## config.mk

```make
export PLATFORM = sky130hd
export DESIGN_NAME = bus_term_monitor
export DESIGN_NICKNAME = d
export VERILOG_FILES = /design/src/rtl/bus_term_pkg.sv /design/src/rtl/bt_sampler.sv /design/src/rtl/bt_timeout.sv /design/src/rtl/bt_err_decode.sv /design/src/rtl/bt_fsm.sv /design/src/rtl/bus_term_monitor.sv
export SDC_FILE = /design/constraint.sdc
export NUM_CORES = 1
export LEC_CHECK = 0
export BUFFER_PORTS_ARGS = -buffer_cell sky130_fd_sc_hd__buf_4
export CORE_MARGIN = 8
export CORE_UTILIZATION = 40
export CTS_BUF_LIST = sky130_fd_sc_hd__clkbuf_4 sky130_fd_sc_hd__clkbuf_8
export DETAILED_ROUTE_END_ITERATION = 10
export GPL_TIMING_DRIVEN = 0
export SETUP_SLACK_MARGIN = 0.2
export SLEW_MARGIN = 20
export SYNTH_ARGS = -nofsm -noshare
export SYNTH_HDL_FRONTEND = slang
export SYNTH_HIERARCHICAL = 1
export SYNTH_SLANG_ARGS = --single-unit
```

## constraint.sdc

```tcl
create_clock -name clk -period 2.85 [get_ports clk]
set_input_delay 0.285 -clock clk [delete_from_list [all_inputs] [get_ports clk]]
set_output_delay 0.285 -clock clk [all_outputs]
set_load 0.1 [all_outputs]
```

## src/rtl/bus_term_pkg.sv

```systemverilog
package bus_term_pkg;

    typedef enum logic [1:0] {
        ST_IDLE   = 2'd0,
        ST_ACTIVE = 2'd1,
        ST_DONE   = 2'd2,
        ST_HALT   = 2'd3
    } bt_state_e;

    // One clock's worth of sampled bus inputs
    typedef struct packed {
        logic       strobe;
        logic [1:0] size_ack;
        logic       vec_ack;
        logic       ext_err;
        logic       halt;
        logic       intack;
        logic       clash;
        logic       stop;
        logic       tmo_en;
    } bt_samp_t;

endpackage

```

## src/rtl/bt_sampler.sv

```systemverilog
module bt_sampler
    import bus_term_pkg::*;
#(
    parameter int SEL_W = 2
) (
    input  logic             clk,
    input  logic             rst_n,
    input  bt_samp_t         samp_d,
    input  logic [SEL_W-1:0] sel_d,
    output bt_samp_t         samp_q,
    output logic [SEL_W-1:0] sel_q
);

    // Single capture stage on the rising edge; nothing downstream sees raw pins
    always_ff @(posedge clk or negedge rst_n) begin
        if (!rst_n) begin
            samp_q <= '0;
            sel_q  <= '0;
        end else begin
            samp_q <= samp_d;
            sel_q  <= sel_d;
        end
    end

endmodule

```

## src/rtl/bt_timeout.sv

```systemverilog
module bt_timeout #(
    parameter int BASE_TMO = 8,
    parameter int SEL_W    = 2
) (
    input  logic             clk,
    input  logic             rst_n,
    input  logic             run,
    input  logic [SEL_W-1:0] sel,
    output logic             expire
);

    localparam int MAX_LIM = BASE_TMO << ((1 << SEL_W) - 1);
    localparam int CNT_W   = $clog2(MAX_LIM) + 1;

    logic [CNT_W-1:0] cnt;
    logic [CNT_W-1:0] lim_m1;

    always_comb begin
        lim_m1 = (CNT_W'(BASE_TMO) << sel) - CNT_W'(1);
    end

    assign expire = run && (cnt == lim_m1);

    // The count is held at zero outside an evaluated cycle, so losing strobe clears it
    always_ff @(posedge clk or negedge rst_n) begin
        if (!rst_n) begin
            cnt <= '0;
        end else if (!run) begin
            cnt <= '0;
        end else if (!expire) begin
            cnt <= cnt + CNT_W'(1);
        end
    end

endmodule

```

## src/rtl/bt_err_decode.sv

```systemverilog
module bt_err_decode
    import bus_term_pkg::*;
(
    input  bt_samp_t samp,
    input  logic     expire,
    output logic     err_hit,
    output logic     ack_hit
);

    logic spurious;
    logic timed_out;

    always_comb begin
        spurious  = samp.intack && !samp.clash;
        timed_out = samp.tmo_en && expire;
        // Broadcast cycle masks every error source
        err_hit   = !samp.stop && (samp.ext_err || spurious || timed_out);
        ack_hit   = (|samp.size_ack) || samp.vec_ack;
    end

endmodule

```

## src/rtl/bt_fsm.sv

```systemverilog
module bt_fsm
    import bus_term_pkg::*;
(
    input  logic      clk,
    input  logic      rst_n,
    input  bt_samp_t  samp,
    input  logic      err_hit,
    input  logic      ack_hit,
    output bt_state_e state,
    output logic      ok_o,
    output logic      berr_o,
    output logic      hold_o
);

    bt_state_e st_nx;
    logic      ok_nx;
    logic      berr_nx;

    always_comb begin
        st_nx   = state;
        ok_nx   = 1'b0;
        berr_nx = 1'b0;
        unique case (state)
            ST_IDLE: begin
                if (samp.halt) begin
                    st_nx = ST_HALT;
                end else if (samp.strobe) begin
                    st_nx = ST_ACTIVE;
                end
            end
            ST_ACTIVE: begin
                if (!samp.strobe) begin
                    st_nx = ST_IDLE;
                end else if (err_hit) begin
                    st_nx   = ST_DONE;
                    berr_nx = 1'b1;
                end else if (ack_hit) begin
                    st_nx = ST_DONE;
                    ok_nx = 1'b1;
                end
            end
            ST_DONE: begin
                if (!samp.strobe) begin
                    st_nx = samp.halt ? ST_HALT : ST_IDLE;
                end
            end
            ST_HALT: begin
                if (!samp.halt) begin
                    st_nx = ST_IDLE;
                end
            end
            default: st_nx = ST_IDLE;
        endcase
    end

    // State register
    always_ff @(posedge clk or negedge rst_n) begin
        if (!rst_n) begin
            state <= ST_IDLE;
        end else begin
            state <= st_nx;
        end
    end

    // Output register
    always_ff @(posedge clk or negedge rst_n) begin
        if (!rst_n) begin
            ok_o   <= 1'b0;
            berr_o <= 1'b0;
            hold_o <= 1'b0;
        end else begin
            ok_o   <= ok_nx;
            berr_o <= berr_nx;
            hold_o <= (st_nx == ST_HALT);
        end
    end

endmodule

```

## src/rtl/bus_term_monitor.sv

```systemverilog
module bus_term_monitor
    import bus_term_pkg::*;
#(
    parameter int BASE_TMO = 8,
    parameter int SEL_W    = 2
) (
    input  logic             clk,
    input  logic             rst_n,
    input  logic             addr_strobe_i,
    input  logic [1:0]       size_ack_i,
    input  logic             vec_ack_i,
    input  logic             bus_err_i,
    input  logic             halt_req_i,
    input  logic             intack_cycle_i,
    input  logic             arb_clash_i,
    input  logic             stop_bcast_i,
    input  logic             tmo_en_i,
    input  logic [SEL_W-1:0] tmo_sel_i,
    output logic             term_ok_o,
    output logic             int_berr_o,
    output logic             step_hold_o
);

    bt_samp_t         raw;
    bt_samp_t         smp;
    logic [SEL_W-1:0] sel_q;
    bt_state_e        state;
    logic             expire;
    logic             err_hit;
    logic             ack_hit;

    always_comb begin
        raw.strobe   = addr_strobe_i;
        raw.size_ack = size_ack_i;
        raw.vec_ack  = vec_ack_i;
        raw.ext_err  = bus_err_i;
        raw.halt     = halt_req_i;
        raw.intack   = intack_cycle_i;
        raw.clash    = arb_clash_i;
        raw.stop     = stop_bcast_i;
        raw.tmo_en   = tmo_en_i;
    end

    bt_sampler #(.SEL_W(SEL_W)) u_smp (
        .clk    (clk),
        .rst_n  (rst_n),
        .samp_d (raw),
        .sel_d  (tmo_sel_i),
        .samp_q (smp),
        .sel_q  (sel_q)
    );

    bt_timeout #(.BASE_TMO(BASE_TMO), .SEL_W(SEL_W)) u_tmo (
        .clk    (clk),
        .rst_n  (rst_n),
        .run    (state == ST_ACTIVE),
        .sel    (sel_q),
        .expire (expire)
    );

    bt_err_decode u_dec (
        .samp    (smp),
        .expire  (expire),
        .err_hit (err_hit),
        .ack_hit (ack_hit)
    );

    bt_fsm u_fsm (
        .clk     (clk),
        .rst_n   (rst_n),
        .samp    (smp),
        .err_hit (err_hit),
        .ack_hit (ack_hit),
        .state   (state),
        .ok_o    (term_ok_o),
        .berr_o  (int_berr_o),
        .hold_o  (step_hold_o)
    );

endmodule

```

==> impl_metrics.py, run 1 <==
metrics = {
    "outcome": {
        "outcome": "finished, final reports clean",
    },
    "global_routing": {
        "grt_pass1_wl_um": 2904,
        "grt_usage_pct": 8.697,
        "grt_max_degree": 25,
        "grt_pass1_vias": 689,
        "overflow": 0,
        "antenna_found_initial": 0,
    },
    "synthesis": {
        "yosysUniqueCellTypes": 33,
        "async_flop_share_pct": 100.0,
        "syn_area_mm2": 0.001017,
        "synth.area.top_cells": "dfrtp_1 (59%), a21oi_1 (3.0%), mux2i_1 (3.0%)",
        "ys_warn_count": 6,
        "syn_avg_cell_area_um2": 11.97,
        "synth-main-ff-cell": "dfrtp_1",
        "synth_top_area_cell": "dfrtp_1",
        "syn-num-nets": 100,
        "synthCells": 85,
        "yosys.area.top_type_share_pct": 59.04,
        "yosys_register_bits": 24,
        "yosys.cell_count.top_type": "dfrtp_1",
        "synth_edf_count": 0,
        "yosysSeqAreaShare_pct": 59.04,
        "synth_common_cells": "dfrtp_1 (24), nand2_1 (8), a21oi_1 (6), nand3_1 (5), nand2b_1 (4)",
    },
    "floorplanning": {
        "start_util_pct": 41.44,
        "chipHeight_um": 66.43,
        "die_area_mm2": 0.004413,
        "core_mm2": 0.002455,
        "die_w_um": 66.43,
        "rows": 18,
        "ioPinCount": 17,
    },
    "worst_setup_path": {
        "crit_fanout": 6,
        "r2r-start": "u_tmo/cnt[0]$_DFFE_PN0P_",
        "rr_endpoint": "u_fsm/state[0]$_DFF_PN0_",
        "ff2ff_path_depth": 10,
        "start_kind": "flip-flop",
        "crit_arrival_ps": 2480,
        "worstPathRequired_ps": 3050,
        "crit_start": "u_tmo/cnt[0]$_DFFE_PN0P_",
        "cp-end-kind": "flip-flop",
        "path_class": "flip-flop to flip-flop",
        "worstSetupEndpoint": "u_fsm/state[0]$_DFF_PN0_",
        "r2r_setup_slack_ps": 560,
    },
    "sta": {
        "worst_clock_skew_ps": 2.486,
        "fin_worst_hold_slack_ps": 71.74,
        "final.setup.tns_ps": 0,
        "fin_crit_ps": 2289,
        "clock.fmax_mhz": 436.9,
        "rsz0062_at_grt": "no",
        "worst_pin_slew_ps": 466.3,
        "hold_viol_final": 0,
        "min_period_over_period_pct": 80.31,
        "setup_viol": 0,
        "slew_headroom_pct": 68.77,
        "drv_slew": 0,
    },
    "layout": {
        "n_antenna_cell": 0,
        "fin_area_mm2": 0.001237,
        "stdcell_count": 136,
        "regArea_um2": 600.6,
        "multiInputGateArea_um2": 405.4,
        "nFillCells": 227,
        "drive_gt1_share_pct": 25.47,
        "fin_nets": 122,
        "syn_to_final_growth_pct": 21.65,
    },
    "cts": {
        "cts_tree": "yes",
        "htreeDepth": 1,
        "cts_setup_buffers": 0,
        "clock_latency_ps": 310,
        "clkTransAtPathRegs_ps": 120,
        "cts_buffer_depth": 2,
        "clock-root-buffer": "clkbuf_4",
        "numCtsBuffers": 3,
        "cts.sinks": 24,
    },
    "pwr": {
        "ir_worst_vdd_v": 0.0004915,
        "p_leak_nw": 0.5534,
        "p_per_area_mw_per_mm2": 624.4,
    },
    "place": {
        "io_buffers": 16,
        "dp_cells": 131,
        "gp_congestion": 0.8493,
        "dpl-instance-area_mm2": 0.001175,
        "place_hpwl_um": 1249,
    },
    "detailed_routing": {
        "drtIter0Drc": 23,
        "via_count": 687,
        "avgViaCountPerCell": 5.051,
        "first_pass_iters": 4,
        "ant_nets": 0,
        "post-route-drc-count": 0,
        "avgRoutedWirePerCell_um": 11.98,
        "totalWireLength_um": 1629,
    },
    "hold_path": {
        "holdCritPathClass": "input port to flip-flop",
        "worstHoldStart": "tmo_sel_i[0]",
    },
    "flow_run": {
        "cap_violations": 0,
    },
}
[metrics by stage]
stage / util [%] / setup WS (ps) / power, mW
final: 50.41 / 561.2 / 0.7726
after global routing: 50.41 / 324.8 / 0.8138
after CTS: 50.41 / 572.6 / 0.7889
after detailed placement: 47.86 / 593.4 / 0.5427
after global placement: 47.86 / 608.6 / 0.5397
after floorplan: - / 933.5 / 0.4977
[flip-flops by register name (all words and copies together) (netlist names)]
register      flops
u_fsm/berr_o      1
u_fsm/ok_o        1
u_fsm/hold_o      1
u_tmo/cnt         7
u_smp/samp_q     10
u_smp/sel_q       2
u_fsm/state       2
[critical path: stages (launching register included)]
cell and delay (ps):
dfrtp_1 430, ha_1 260, nand2_1 130, a211oi_4 340, nand2_1 140, nor2_1 130, nand2_1 70, a31oi_1 410
nor3b_2 80, o22ai_1 130, a21oi_1 60
[cells in the final DEF, fill, tap and decap left out]
master	netlist	layout
a211o_1	1	1
a211oi_4	1	1
a21boi_1	1	1
a21o_1	1	1
a21oi_1	6	6
a31oi_1	2	2
and2_1	1	1
and3_1	2	2
buf_4	0	16
bufinv_16	0	1
clkbuf_4	0	3
dfrtp_1	24	24
dlygate4sd3_1	0	1
ha_1	1	1
inv_1	3	3
mux2i_1	3	3
nand2_1	8	8
nand2b_1	4	4
nand2b_4	1	1
nand3_1	5	5
nand3_2	1	1
nand4_1	2	2
nor2_1	1	1
nor2b_1	2	2
nor2b_4	1	1
nor3_1	2	2
nor3b_2	1	1
nor4b_2	1	1
o211ai_1	1	1
o21ai_0	2	2
o21ai_1	1	1
o22ai_1	1	1
o31a_1	1	1
o31ai_2	1	1
or3_1	1	1
xnor2_1	1	1
xor2_1	1	1
[logic make-up after synthesis]
kind of cell	synth area share, %
multiplexers	2.952
AO/OA/AOI/OAI	13.41
AND/OR/NAND/NOR	20.54
buffers and inverters	1.107
adder cells (fa/ha/maj)	1.230
flip-flops	59.04
XOR/XNOR	1.722
[power breakdown]
| part | internal [mW] | total [mW] | switching, mW |
|---|---|---|---|
| combinational | 0.0551 | 0.138 | 0.0834 |
| sequential | 0.367 | 0.396 | 0.0288 |
| clock | 0.142 | 0.238 | 0.0960 |
[timing repair]
| action | CTS | global route |
|---|---|---|
| endpoints found under the hold margin | 24 | 0 |
| hold buffers | 1 | 0 |
| gates resized for setup | 0 | 0 |
[per-layer routing]
layer	vias to the layer above	wire length (µm)	GRT usage [%]
li1	342	-	-
met1	322	746	9.505
met2	19	769	13.75
met3	4	82	3.898
met4	0	30	4.800
met5	-	0	0
[worst min path at each step]
stage	slack, ps	to	cells past startpoint
finish	70	u_smp/sel_q[0]$_DFF_PN0_	1
global route	40	u_smp/sel_q[0]$_DFF_PN0_	1
CTS	50	u_smp/sel_q[0]$_DFF_PN0_	1
detailed placement	200	u_smp/samp_q[2]$_DFF_PN0_	1
global placement	200	u_smp/samp_q[2]$_DFF_PN0_	1
floorplan	-10	u_fsm/berr_o$_DFF_PN0_	0
[layout make-up]
type,count,area share (%)
sequential,24,48.53
multi-input combinational,58,32.76
timing repair buffer,17,10.52
tap,30,3.033
clock inverter,1,2.427
clock buffer,3,1.820
inverter,3,0.9100
No activity file was read; power rests on OpenSTA's default activity.
==> run 2, diff against run 1 <==
==> constraint.sdc (replaced) <==
create_clock -name clk -period 2.2 [get_ports clk]
set_input_delay 0.22 -clock clk [delete_from_list [all_inputs] [get_ports clk]]
set_output_delay 0.22 -clock clk [all_outputs]
set_load 0.1 [all_outputs]
==> impl_metrics.py, run 2 (synthesis results as in run 1) <==
metrics = {
    "outcome": {
        "outcome": "finished, final reports clean",
    },
    "layout": {
        "n_antenna_cell": 0,
        "top_regs": "u_smp/samp_q: 10 flops, u_tmo/cnt: 7 flops",
        "fin_nets": 141,
        "regMostFlops": "u_smp/samp_q",
        "syn_to_final_growth_pct": 41.33,
        "drive_gt1_share_pct": 29.60,
        "final_cell_mix": "buf_4 (23), dfrtp_1 (23), dlygate4sd3_1 (13)",
        "largest_register_ffs": 10,
    },
    "detailed_routing": {
        "drtIter0Drc": 31,
        "avgRoutedWirePerCell_um": 12.88,
        "first_pass_iters": 4,
        "totalWireLength_um": 1996,
        "ant_nets": 0,
        "avgViaCountPerCell": 5.039,
        "via_count": 781,
        "post-route-drc-count": 0,
    },
    "worst_setup_path": {
        "ff2ff_path_depth": 9,
        "cp-end-kind": "flip-flop",
        "path_class": "flip-flop to flip-flop",
        "r2r_setup_slack_ps": 300,
        "start_kind": "flip-flop",
        "rr_endpoint": "u_fsm/state[0]$_DFF_PN0_",
        "crit_arrival_ps": 2100,
        "r2r-start": "u_tmo/cnt[3]$_DFFE_PN0P_",
        "worstSetupEndpoint": "u_fsm/state[0]$_DFF_PN0_",
        "crit_start": "u_tmo/cnt[3]$_DFFE_PN0P_",
        "worstPathRequired_ps": 2400,
        "crit_fanout": 6,
    },
    "floorplanning": {
        "die_area_mm2": 0.004413,
        "die_w_um": 66.43,
        "ioPinCount": 17,
        "chipHeight_um": 66.43,
        "rows": 18,
        "start_util_pct": 41.44,
        "core_mm2": 0.002455,
    },
    "sta": {
        "setup_viol": 0,
        "slew_headroom_pct": 78.96,
        "hold_viol_final": 0,
        "fin_crit_ps": 1901,
        "final.setup.tns_ps": 0,
        "worst_pin_slew_ps": 313.2,
        "worst_clock_skew_ps": 4.726,
        "rsz0062_at_grt": "no",
        "clock.fmax_mhz": 526.1,
        "min_period_over_period_pct": 86.40,
        "setup_slack_ps": 299.2,
        "drv_slew": 0,
    },
    "cts": {
        "cts_buffer_depth": 2,
        "clkTransAtPathRegs_ps": 130,
        "numCtsBuffers": 3,
        "clock-root-buffer": "clkbuf_4",
        "htreeDepth": 1,
        "clock_latency_ps": 310,
        "cts.sinks": 24,
        "cts_tree": "yes",
    },
    "place": {
        "io_buffers": 16,
        "gp_congestion": 0.8493,
        "place_hpwl_um": 1249,
        "pre_cts_ws_ps": -56.55,
    },
    "pwr": {
        "ir_worst_vdd_v": 0.0006597,
        "p_leak_nw": 0.6388,
        "p_per_area_mw_per_mm2": 733.7,
    },
    "global_routing": {
        "grt_pass1_wl_um": 3243,
        "antenna_found_initial": 0,
        "grt_pass1_vias": 773,
        "grt_max_degree": 25,
        "overflow": 0,
        "grt_usage_pct": 9.675,
    },
    "flow_run": {
        "cap_violations": 0,
    },
    "hold_path": {
        "holdCritPathClass": "input port to async pin",
    },
}
==> run 2: stage by stage <==
step                      hold slack [ps]  power (mW)  util [%]  cells  cell area (µm²)
after detailed placement            133.6      0.7030     47.86    131             1175
after global routing                325.5       1.106     58.56    155             1438
after floorplan                    -75.59      0.6448         -     85             1017
after global placement              132.4      0.6992     47.86    131             1175
after CTS                           308.7       1.043     56.57    149             1389
final                               316.4       1.055     58.56    155             1438
==> run 2: per-layer routing <==
metal	up-vias	part of all wire [%]	global-route usage, %
met2	25	51	16.04
met4	0	2.8	4.800
li1	381	-	-
met3	7	5.5	4.237
met1	368	41	10.21
met5	-	0	0
==> run 2: how the worst min path moves through the flow <==
stage / start / to / slack, ps / cells after the start
2_1_floorplan: rst_n / u_fsm/berr_o$_DFF_PN0_ / -80 / 0
3_3_place_gp: rst_n / u_smp/samp_q[2]$_DFF_PN0_ / 130 / 1
3_5_place_dp: rst_n / u_smp/samp_q[2]$_DFF_PN0_ / 130 / 1
4_1_cts: rst_n / u_smp/samp_q[2]$_DFF_PN0_ / 310 / 2
5_1_grt: rst_n / u_smp/samp_q[3]$_DFF_PN0_ / 330 / 2
6_report: rst_n / u_smp/samp_q[2]$_DFF_PN0_ / 320 / 2
==> run 2: worst max-delay path: stages, from the launching register on <==
cell and delay, ps:
dfrtp_2 470, xor2_1 200, o31ai_4 290, nand2_1 150, nor2_1 130, nand2_1 100, a31oi_4 210, nor3b_2 70
o22ai_1 110, a21oi_1 50
==> run 2: power by group <==
part	leakage, nW	switching, mW	internal [mW]	total [mW]
sequential	0.299	0.0345	0.476	0.510
combinational	0.312	0.124	0.105	0.229
clock	0.0279	0.131	0.184	0.315
total	0.639	0.289	0.765	1.05
==> run 2: final cells by class <==
cell class	instances	area, µm²
Fill cell	208	1017
Timing Repair Buffer	36	302.8
Clock inverter	1	30.03
Sequential cell	24	601.8
Clock buffer	3	22.52
Multi-Input combinational cell	58	431.7
Tap cell	30	37.54
Inverter	3	11.26
==> run 2: repair_timing <==
action / CTS / global route
hold buffers: 13 / 0
setup buffers: 1 / 6
pin swaps: 1 / 2
endpoints found under the setup margin: 4 / 3
resized for setup: 3 / 2
endpoints found under the hold margin: 36 / 0
